==> src/rtl/uart_regs_pkg.sv <==
package uart_regs_pkg;
  localparam int unsigned OFF_W = 6;

  localparam logic [OFF_W-1:0] OFF_MODE    = 6'h00;
  localparam logic [OFF_W-1:0] OFF_STAT    = 6'h04;
  localparam logic [OFF_W-1:0] OFF_CMD     = 6'h08;
  localparam logic [OFF_W-1:0] OFF_DATA    = 6'h0C;
  localparam logic [OFF_W-1:0] OFF_INT     = 6'h14;
  localparam logic [OFF_W-1:0] OFF_DIV_MSB = 6'h18;
  localparam logic [OFF_W-1:0] OFF_DIV_LSB = 6'h1C;

  localparam int unsigned RX_SRC_BIT = 6;

  typedef enum logic [2:0] {
    MISC_NOP, MISC_PTR_RST, MISC_RX_RST, MISC_TX_RST,
    MISC_ERR_RST, MISC_BRK_CLR, MISC_BRK_ON, MISC_BRK_OFF
  } misc_e;

  typedef enum logic [1:0] {DIR_NOP, DIR_EN, DIR_DIS, DIR_RSV} dir_e;

  typedef struct packed {
    logic ptr_rst;
    logic rx_rst;
    logic tx_rst;
    logic brk_clr;
    dir_e tx_op;
    dir_e rx_op;
  } cmd_t;
endpackage

==> src/rtl/uart_cmd_decode.sv <==
module uart_cmd_decode
  import uart_regs_pkg::*;
(
  input  logic       cmd_wr_i,
  input  logic [7:0] cmd_i,
  output cmd_t       cmd_o
);
  misc_e misc;
  assign misc = misc_e'(cmd_i[6:4]);

  always_comb begin
    cmd_o = '0;
    if (cmd_wr_i) begin
      cmd_o.ptr_rst = (misc == MISC_PTR_RST);
      cmd_o.rx_rst  = (misc == MISC_RX_RST);
      cmd_o.tx_rst  = (misc == MISC_TX_RST);
      cmd_o.brk_clr = (misc == MISC_BRK_CLR);
      cmd_o.tx_op   = dir_e'(cmd_i[3:2]);
      cmd_o.rx_op   = dir_e'(cmd_i[1:0]);
    end
  end
endmodule

==> src/rtl/uart_tx_ctrl.sv <==
module uart_tx_ctrl
  import uart_regs_pkg::*;
#(
  parameter int unsigned DATA_W = 8
) (
  input  logic              clk_i,
  input  logic              rst_ni,
  input  logic              tx_rst_i,
  input  dir_e              tx_op_i,
  input  logic              buf_wr_i,
  input  logic [DATA_W-1:0] wdata_i,
  output logic              tx_en_o,
  output logic              tx_emp_o,
  output logic [DATA_W-1:0] tx_data_o,
  output logic              tx_valid_o
);
  logic en_n, emp_n, issue;

  // misc field first, then transmitter field, then release of a held byte
  always_comb begin
    en_n  = tx_en_o;
    emp_n = tx_emp_o;
    issue = 1'b0;
    if (tx_rst_i) begin
      en_n  = 1'b0;
      emp_n = 1'b1;
    end
    if (tx_op_i == DIR_EN)       en_n = 1'b1;
    else if (tx_op_i == DIR_DIS) en_n = 1'b0;
    if (buf_wr_i) emp_n = 1'b0;
    if (en_n && !emp_n) begin
      issue = 1'b1;
      emp_n = 1'b1;
    end
  end

  always_ff @(posedge clk_i or negedge rst_ni) begin
    if (!rst_ni) begin
      tx_en_o    <= 1'b0;
      tx_emp_o   <= 1'b1;
      tx_data_o  <= '0;
      tx_valid_o <= 1'b0;
    end else begin
      tx_en_o    <= en_n;
      tx_emp_o   <= emp_n;
      tx_valid_o <= issue;
      if (buf_wr_i) tx_data_o <= wdata_i;
    end
  end

  p_valid_en_r5: assert property (@(posedge clk_i) disable iff (!rst_ni)
    tx_valid_o |-> tx_en_o);
  p_valid_emp_r6: assert property (@(posedge clk_i) disable iff (!rst_ni)
    tx_valid_o |-> tx_emp_o);
  p_tx_reset_r8: assert property (@(posedge clk_i) disable iff (!rst_ni)
    (tx_rst_i && tx_op_i != DIR_EN) |=> (!tx_en_o && tx_emp_o && !tx_valid_o));
endmodule

==> src/rtl/uart_irq_ctrl.sv <==
module uart_irq_ctrl #(
  parameter int unsigned DATA_W = 8
) (
  input  logic              clk_i,
  input  logic              rst_ni,
  input  logic              tx_rdy_i,
  input  logic              rx_rdy_i,
  input  logic              rx_full_i,
  input  logic              rx_src_full_i,
  input  logic              brk_set_i,
  input  logic              brk_clr_i,
  input  logic              imr_wr_i,
  input  logic [DATA_W-1:0] wdata_i,
  output logic [DATA_W-1:0] isr_o,
  output logic [DATA_W-1:0] imr_o,
  output logic              irq_o
);
  logic brk_q;

  always_comb begin
    isr_o    = '0;
    isr_o[0] = tx_rdy_i;
    isr_o[1] = rx_src_full_i ? rx_full_i : rx_rdy_i;
    isr_o[2] = brk_q;
  end

  always_ff @(posedge clk_i or negedge rst_ni) begin
    if (!rst_ni) begin
      brk_q <= 1'b0;
      imr_o <= '0;
      irq_o <= 1'b0;
    end else begin
      if (brk_set_i)      brk_q <= 1'b1;
      else if (brk_clr_i) brk_q <= 1'b0;
      if (imr_wr_i) imr_o <= wdata_i;
      irq_o <= |(isr_o & imr_o);
    end
  end

  p_brk_clear_r10: assert property (@(posedge clk_i) disable iff (!rst_ni)
    (brk_clr_i && !brk_set_i) |=> !brk_q);
  p_irq_masked_r11: assert property (@(posedge clk_i) disable iff (!rst_ni)
    (imr_o == '0) |=> !irq_o);
endmodule

==> src/rtl/uart_regs_ctrl.sv <==
module uart_regs_ctrl
  import uart_regs_pkg::*;
#(
  parameter int unsigned ADDR_W  = 8,
  parameter logic [7:0]  DIV_MSB = 8'h00,
  parameter logic [7:0]  DIV_LSB = 8'h20
) (
  input  logic              clk_i,
  input  logic              rst_ni,
  input  logic [ADDR_W-1:0] addr_i,
  input  logic              wr_en_i,
  input  logic              rd_en_i,
  input  logic [7:0]        wdata_i,
  output logic [7:0]        rdata_o,
  input  logic              rx_rdy_i,
  input  logic              rx_full_i,
  input  logic [7:0]        rx_data_i,
  input  logic              break_i,
  output logic              rx_pop_o,
  output logic              rx_flush_o,
  output logic              rx_en_o,
  output logic [7:0]        tx_data_o,
  output logic              tx_valid_o,
  output logic              irq_o
);
  localparam int unsigned DATA_W = 8;
  localparam int unsigned N_MODE = 2;

  logic [OFF_W-1:0]  off;
  logic              wr_mode, wr_cmd, wr_data, wr_int, rd_data;
  cmd_t              cmd;
  logic [DATA_W-1:0] mode_q [N_MODE];
  logic              mode_ptr_q;
  logic              tx_en, tx_emp;
  logic [DATA_W-1:0] isr, imr, status, rmux;

  assign off     = addr_i[OFF_W-1:0];
  assign wr_mode = wr_en_i && off == OFF_MODE;
  assign wr_cmd  = wr_en_i && off == OFF_CMD;
  assign wr_data = wr_en_i && off == OFF_DATA;
  assign wr_int  = wr_en_i && off == OFF_INT;
  assign rd_data = rd_en_i && off == OFF_DATA;

  uart_cmd_decode i_cmd (
    .cmd_wr_i (wr_cmd),
    .cmd_i    (wdata_i),
    .cmd_o    (cmd)
  );

  uart_tx_ctrl #(.DATA_W(DATA_W)) i_tx (
    .clk_i      (clk_i),
    .rst_ni     (rst_ni),
    .tx_rst_i   (cmd.tx_rst),
    .tx_op_i    (cmd.tx_op),
    .buf_wr_i   (wr_data),
    .wdata_i    (wdata_i),
    .tx_en_o    (tx_en),
    .tx_emp_o   (tx_emp),
    .tx_data_o  (tx_data_o),
    .tx_valid_o (tx_valid_o)
  );

  uart_irq_ctrl #(.DATA_W(DATA_W)) i_irq (
    .clk_i         (clk_i),
    .rst_ni        (rst_ni),
    .tx_rdy_i      (tx_en),
    .rx_rdy_i      (rx_rdy_i),
    .rx_full_i     (rx_full_i),
    .rx_src_full_i (mode_q[0][RX_SRC_BIT]),
    .brk_set_i     (break_i),
    .brk_clr_i     (cmd.brk_clr),
    .imr_wr_i      (wr_int),
    .wdata_i       (wdata_i),
    .isr_o         (isr),
    .imr_o         (imr),
    .irq_o         (irq_o)
  );

  // mode registers behind one auto-advancing pointer
  always_ff @(posedge clk_i or negedge rst_ni) begin
    if (!rst_ni) begin
      mode_ptr_q <= 1'b0;
      for (int i = 0; i < N_MODE; i++) mode_q[i] <= '0;
    end else if (wr_mode) begin
      mode_q[mode_ptr_q] <= wdata_i;
      mode_ptr_q         <= 1'b1;
    end else if (cmd.ptr_rst) begin
      mode_ptr_q <= 1'b0;
    end
  end

  always_ff @(posedge clk_i or negedge rst_ni) begin
    if (!rst_ni) begin
      rx_en_o <= 1'b0;
    end else if (wr_cmd) begin
      if (cmd.rx_op == DIR_EN)                      rx_en_o <= 1'b1;
      else if (cmd.rx_op == DIR_DIS || cmd.rx_rst)  rx_en_o <= 1'b0;
    end
  end

  assign rx_flush_o = cmd.rx_rst;
  assign rx_pop_o   = rd_data && rx_rdy_i;
  assign status     = {4'b0, tx_emp, tx_en, rx_full_i, rx_rdy_i};

  always_comb begin
    unique case (off)
      OFF_MODE:    rmux = mode_q[mode_ptr_q];
      OFF_STAT:    rmux = status;
      OFF_DATA:    rmux = rx_rdy_i ? rx_data_i : '0;
      OFF_INT:     rmux = isr;
      OFF_DIV_MSB: rmux = DIV_MSB;
      OFF_DIV_LSB: rmux = DIV_LSB;
      default:     rmux = '0;
    endcase
  end
  assign rdata_o = rd_en_i ? rmux : '0;

  p_ptr_advance_r3: assert property (@(posedge clk_i) disable iff (!rst_ni)
    wr_mode |=> mode_ptr_q);
  p_pop_gated_r12: assert property (@(posedge clk_i) disable iff (!rst_ni)
    rx_pop_o |-> (rx_rdy_i && rd_en_i));
  p_flush_disables_r9: assert property (@(posedge clk_i) disable iff (!rst_ni)
    (rx_flush_o && cmd.rx_op != DIR_EN) |=> !rx_en_o);
  p_txrdy_status_r7: assert property (@(posedge clk_i) disable iff (!rst_ni)
    (wr_cmd && cmd.tx_op == DIR_DIS) |=> !isr[0]);
endmodule

==> config.mk <==
export PLATFORM = sky130hd
export DESIGN_NAME = uart_regs_ctrl
export DESIGN_NICKNAME = d
export VERILOG_FILES = /design/src/rtl/uart_regs_pkg.sv /design/src/rtl/uart_cmd_decode.sv /design/src/rtl/uart_tx_ctrl.sv /design/src/rtl/uart_irq_ctrl.sv /design/src/rtl/uart_regs_ctrl.sv
export SDC_FILE = /design/constraint.sdc
export NUM_CORES = 1
export LEC_CHECK = 0
export BUFFER_PORTS_ARGS = -buffer_cell sky130_fd_sc_hd__buf_2
export CELL_PAD_IN_SITES_DETAIL_PLACEMENT = 1
export CELL_PAD_IN_SITES_GLOBAL_PLACEMENT = 2
export CORE_ASPECT_RATIO = 1.4
export CORE_UTILIZATION = 34
export DETAILED_ROUTE_END_ITERATION = 8
export PLACE_DENSITY_LB_ADDON = 0.1
export SYNTH_ARGS = -nofsm -noshare
export SYNTH_HDL_FRONTEND = slang
export SYNTH_SLANG_ARGS = --single-unit
export TNS_END_PERCENT = 50
==> constraint.sdc <==
create_clock -name clk_i -period 3.3 [get_ports clk_i]
set_clock_uncertainty 0.05 [all_clocks]
set_input_delay 0.33 -clock clk_i [delete_from_list [all_inputs] [get_ports clk_i]]
set_output_delay 0.33 -clock clk_i [all_outputs]
set_load 0.01 [all_outputs]
==> results of run 1 <==
## per-stage QoR
stage | hold WS [ns] | cell area [um2]
5_1_grt | 0.0986 | 2170
4_1_cts | 0.0677 | 2170
3_3_place_gp | 0.373 | 2030
2_1_floorplan | -0.0156 | 1740
3_5_place_dp | 0.397 | 2030
6_report | 0.0522 | 2170
## cells in the final DEF (no fill, tap or decap), drive strengths merged, types with 2 or more instances in the layout
cell / count
a21oi: 3
a222oi: 3
a22oi: 3
and2: 2
and3: 2
buf: 49
bufinv: 2
clkbuf: 6
dfrtp: 33
inv: 5
mux2: 33
mux2i: 2
nand2: 10
nand2b: 5
nand3: 2
nand3b: 2
nor2: 10
nor3: 4
nor4: 2
o21ai: 6
or3: 2
## flip-flops by register name, indices dropped and copies added (netlist names)
name and cells:
i_irq.imr_o 3, mode_ptr_q 1, i_tx.tx_valid_o 1, i_tx.tx_en_o 1, i_irq.brk_q 1, i_tx.tx_data_o 8
rx_en_o 1, i_irq.irq_o 1, mode_q 16, i_tx.tx_emp_o 1
## cell usage after synthesis, types with 3 or more instances
master     n  area share, %
nor2_1    10            2.2
nor3_1     4            1.2
a22oi_1    3            1.3
nand2b_1   5            1.8
nand2_1   10            2.2
mux2_2    29             19
a222oi_1   3            1.7
o21ai_0    6            1.7
mux2_4     4            3.5
dfrtp_1   33             48
a21oi_1    3           0.86
clkbuf_1   3           0.65
inv_1      5            1.1
## worst max-delay path, stage by stage
cell,delay [ns]
buf_2,0.10
or4b_1,0.68
nor4_2,0.56
a222oi_1,0.24
nor2_1,0.11
buf_2,0.14
## power by group through the flow
stage | Sequential, mW | Clock [mW] | Combinational [mW]
after floorplan | 0.490 | 0 | 0.0863
after global placement | 0.492 | 0 | 0.148
after detailed placement | 0.496 | 0 | 0.152
after CTS | 0.488 | 0.487 | 0.153
after global routing | 0.493 | 0.503 | 0.167
final | 0.487 | 0.471 | 0.150
## logic make-up (layout without fill, tap and decap cells)
logic type | Yosys count | count (layout) | share of synthesized area, %
and+or+nand+nor | 46 | 46 | 14.6
muxes | 35 | 35 | 23.4
AOI/OAI and AO/OA | 23 | 23 | 9.88
buffers and inverters | 11 | 62 | 2.96
DFF | 34 | 34 | 49.1
## final timing paths
| path | startpoint | to | slack, ns | cells past startpoint |
|---|---|---|---|---|
| worst max-delay path | addr_i[5] | rdata_o[2] | 0.75 | 6 |
| worst min-delay path | rst_ni | i_tx.tx_data_o[7]$_DFFE_PN0N_ | 0.05 | 1 |
| worst max register to register | mode_ptr_q$_DFFE_PN0P_ | mode_q[5]$_DFFE_PN0P_ | 1.56 | 2 |
| worst min register to register | i_tx.tx_data_o[2]$_DFFE_PN0N_ | i_tx.tx_data_o[2]$_DFFE_PN0N_ | 0.43 | 2 |
| max in group asynchronous | rst_ni | i_tx.tx_data_o[2]$_DFFE_PN0N_ | 2.67 | 1 |
| min in group clk_i | break_i | i_irq.brk_q$_DFFE_PN0P_ | 0.19 | 2 |
## cell type report
cell class,instances,area share [%]
clock buffer,6,3.80
clock inverter,2,2.77
inverter,5,0.865
multi-input combinational,104,38.3
sequential,34,39.3
tap,64,3.69
timing repair buffer,49,11.3
## per-layer routing
layer | vias to the layer above | track usage (%) | part of all wire [%]
li1 | 643 | - | -
met1 | 676 | 20.4 | 42
met2 | 37 | 32.1 | 54
met3 | 2 | 3.68 | 4.4
met4 | 0 | 7.61 | 0.32
met5 | - | 0 | 0
==> results_dict.tcl, run 1 <==
set metrics [dict create \
    die_y_um 86.5 \
    antennaDiodeCount 0 \
    syn2layout_area_growth_pct 25.1 \
    maxCapViolCount 0 \
    place_ws_ns 0.755 \
    drtIter0Drc 73 \
    p_total_mw 1.11 \
    fin_ws_ns 0.754 \
    ctsResizeCount 0 \
    core_area_um2 4880 \
    track_usage_pct 17.8 \
    instances_no_fill 264 \
    timing_worst_setup_path_type "input port to output pin" \
    fill_cells 577 \
    nets 230 \
    synth_cell_types 38 \
    comb_power_share_pct 13.5 \
    swShare_pct 22.4 \
    rsz0062_at_grt "false" \
    syn_area_per_cell_um2 11.6 \
    p_int_uw 860 \
    cellPowerDensity_nw_per_um2 510 \
    setup_viol 0 \
    finalMaxSlewViolations 0 \
    syn_inst 149 \
    synthArstFlopShare_pct 100 \
    synth_warnings 0 \
    grt_pass1_vias 1482 \
    cts_setup_buffers 0 \
    tightestPinTransition_ns 0.748 \
    clock_sinks 34 \
    status "finished clean" \
    seq_area_um2 852 \
    pwr-share-seq_pct 44.0 \
    grt_overflow 0 \
    vias 1358 \
    grt_max_degree 35 \
    synth_edf_count 0 \
    cts_tree "built" \
    cts_max_level 2 \
    finalSetupTns_ns 0 \
    start_util_pct 35.6 \
    yosysSeqAreaShare_pct 49.1 \
    end_kind "output pin" \
    hpwl_um 3330 \
    syn_nets 180 \
    pwr-share-clk_pct 42.5 \
    power.switching_uw 249 \
    clockRootBuffer "clkbuf_8" \
    post-route-util_pct 44.5 \
    dp.cells 256 \
    grt_antenna_before_repair 0 \
    insertion_delay_ns 0.29 \
    rows 30 \
    synth_area_um2 1740 \
    drive_gt1_share_pct 47.5 \
    cp_max_fo 7 \
    via_per_inst 5.14 \
    startpoint_type "input port" \
    worstHoldPathType "input port to asynchronous set/reset pin" \
    dieWidth_um 62.4 \
    clockBufferDepth 2 \
    drt_wl_total_um 4360 \
    relSlewSlack_pct 50.2 \
    drtPass1Iterations 4 \
    clkSlewWorstSetupHoldPaths_ns 0.07 \
    hold_buffers 0 \
    io_pins 52 \
    finalCritPeriodShare_pct 77.1 \
    cp.required_ns 2.92 \
    numCtsBuffers 5 \
    ir_drop_mv 0.237 \
    p_leak_nw 1.07 \
    post-route-drc-count 0 \
    ant_nets 0 \
    timing.final.hold_violations 0 \
    multi_input_area_um2 832 \
    grt_pass1_wl_um 7330 \
    die_area_um2 5400 \
    place_congestion 0.760 \
    wl_per_cell_um 16.5 \
    ys_seq_elements 34 \
    cp.arrival_ns 2.17 \
    portBuffers 49 \
    ys.flop_type "dfrtp_1" \
    finalCriticalPeriod_ns 2.55 \
    max_freq_ghz 0.393 \
]
Power figures use the tool's default switching activity.
==> run 2, diff against run 1 <==
- CORE_UTILIZATION: 34 -> 32
- clock period: 3.3 -> 2.5 ns (I/O delays scaled with it)
==> results_dict.tcl, run 2 (synthesis results as in run 1) <==
set metrics [dict create \
    status "finished clean" \
    clockBufferDepth 2 \
    cts_max_level 2 \
    rows 31 \
    multi_input_area_um2 832 \
    place_congestion 0.746 \
    grt_pass1_wl_um 7240 \
    clkSlewWorstSetupHoldPaths_ns 0.06 \
    cp_max_fo 11 \
    antennaDiodeCount 0 \
    top_register "mode_q" \
    relSlewSlack_pct 50.5 \
    drtPass1Iterations 4 \
    io_pins 52 \
    ctsResizeCount 0 \
    finalSetupTns_ns 0 \
    setup_viol 0 \
    cp.arrival_ns 1.90 \
    core_area_um2 5200 \
    post-route-drc-count 0 \
    via_per_inst 5.05 \
    finalMaxSlewViolations 0 \
    cellPowerDensity_nw_per_um2 601 \
    insertion_delay_ns 0.27 \
    seq_area_um2 852 \
    cts_tree "built" \
    hpwl_um 3370 \
    max_stage_delay_ns 0.66 \
    die_y_um 89.1 \
    maxCapViolCount 0 \
    nets 234 \
    track_usage_pct 16.9 \
    timing_worst_setup_path_type "register to output pin" \
    finalCritPeriodShare_pct 88.1 \
    p_leak_nw 1.07 \
    max_freq_ghz 0.454 \
    layout_commonest_cell "buf_2" \
    place_ws_ns 0.218 \
    crit_slowest_cell "dfrtp_1" \
    post-route-util_pct 41.8 \
    fill_cells 601 \
    dieWidth_um 64.2 \
    wl_per_cell_um 16.4 \
    rsz0062_at_grt "false" \
    reg_top3 "mode_q x16, i_tx.tx_data_o x8, i_irq.imr_o x3" \
    clock_sinks 34 \
    die_area_um2 5730 \
    timing.final.hold_violations 0 \
    portBuffers 49 \
    drtIter0Drc 50 \
    syn2layout_area_growth_pct 25.2 \
    layout_common_cells "buf_2, dfrtp_1, mux2_2, nor2_1, nand2_1" \
    grt_overflow 0 \
    grt_pass1_vias 1440 \
    ir_drop_mv 0.389 \
    drive_gt1_share_pct 48.0 \
    ant_nets 0 \
    tightestPinTransition_ns 0.743 \
    startpoint_type "register" \
    drt_wl_total_um 4420 \
    cp.required_ns 2.20 \
    end_kind "output pin" \
    fin_ws_ns 0.297 \
    path_cells "mux2_2 > a222oi_1 > nor2_1 > buf_2" \
    vias 1363 \
    finalCriticalPeriod_ns 2.20 \
    start_util_pct 33.4 \
    rrSetupSlack_ns 0.95 \
    grt_antenna_before_repair 0 \
    worstHoldPathType "input port to register" \
    largest_reg_flops 16 \
    grt_max_degree 35 \
    clockRootBuffer "clkbuf_8" \
    numCtsBuffers 5 \
]
run 2: cell types whose count changed in the layout (fill, tap and decap cells not counted), sizes merged:
cell and delta:
bufinv -2, clkbuf +2, buf +3, dlygate4sd3 +1
run 2: critical path, delay by kind of cell, from the launching register on:
kind | cells | cell delay (ns)
muxes | 1 | 0.42
and+or+nand+nor | 1 | 0.07
DFF | 1 | 0.66
AOI/OAI and AO/OA | 1 | 0.32
buffers and inverters | 1 | 0.16
run 2: area by class of cell:
cell class | count | share of cell area (%)
sequential | 34 | 39.2
multi-input combinational | 104 | 38.3
timing repair buffer | 53 | 12.8
clock buffer | 8 | 5.07
tap | 66 | 3.80
inverter | 5 | 0.864
run 2: power by group:
group	switching, mW	leakage [nW]	total (mW)	internal (mW)
Clock	0.183	0.0575	0.461	0.278
Sequential	0.0398	0.439	0.644	0.604
Combinational	0.0942	0.578	0.201	0.107
Total	0.317	1.07	1.31	0.989
run 2: path summary, 6_finish.rpt:
check                                         startpoint                            end  cells after the start
max in group asynchronous                         rst_ni  i_tx.tx_data_o[3]$_DFFE_PN0N_                      2
max                               mode_ptr_q$_DFFE_PN0P_                     rdata_o[2]                      4
min reg2reg                i_tx.tx_data_o[2]$_DFFE_PN0N_  i_tx.tx_data_o[2]$_DFFE_PN0N_                      2
max reg2reg                       mode_ptr_q$_DFFE_PN0P_         mode_q[12]$_DFFE_PN0P_                      3
min                                              break_i        i_irq.brk_q$_DFFE_PN0P_                      2
min in group asynchronous                         rst_ni         mode_q[15]$_DFFE_PN0P_                      2
run 2: what timing repair did:
action	CTS	global route
setup buffers	0	0
hold endpoints to repair	7	0
hold buffers	1	0
run 2: per-stage QoR:
| step | instances | hold WS, ns | instance area [um2] | total power, mW |
|---|---|---|---|---|
| 2_1_floorplan | 149 | -0.0956 | 1740 | 0.760 |
| 3_5_place_dp | 261 | 0.306 | 2050 | 0.857 |
| 5_1_grt | 270 | 0.115 | 2170 | 1.38 |
| 6_report | 270 | 0.125 | 2170 | 1.31 |
| 3_3_place_gp | 261 | 0.296 | 2050 | 0.848 |
| 4_1_cts | 270 | 0.120 | 2170 | 1.33 |
run 2: metal layers:
layer	part of all wire, %	track usage [%]	up-vias
met5	0	0	-
met4	1.7	6.06	0
met3	3.6	2.81	7
met2	52	30.0	38
met1	43	20.6	664
li1	-	-	654
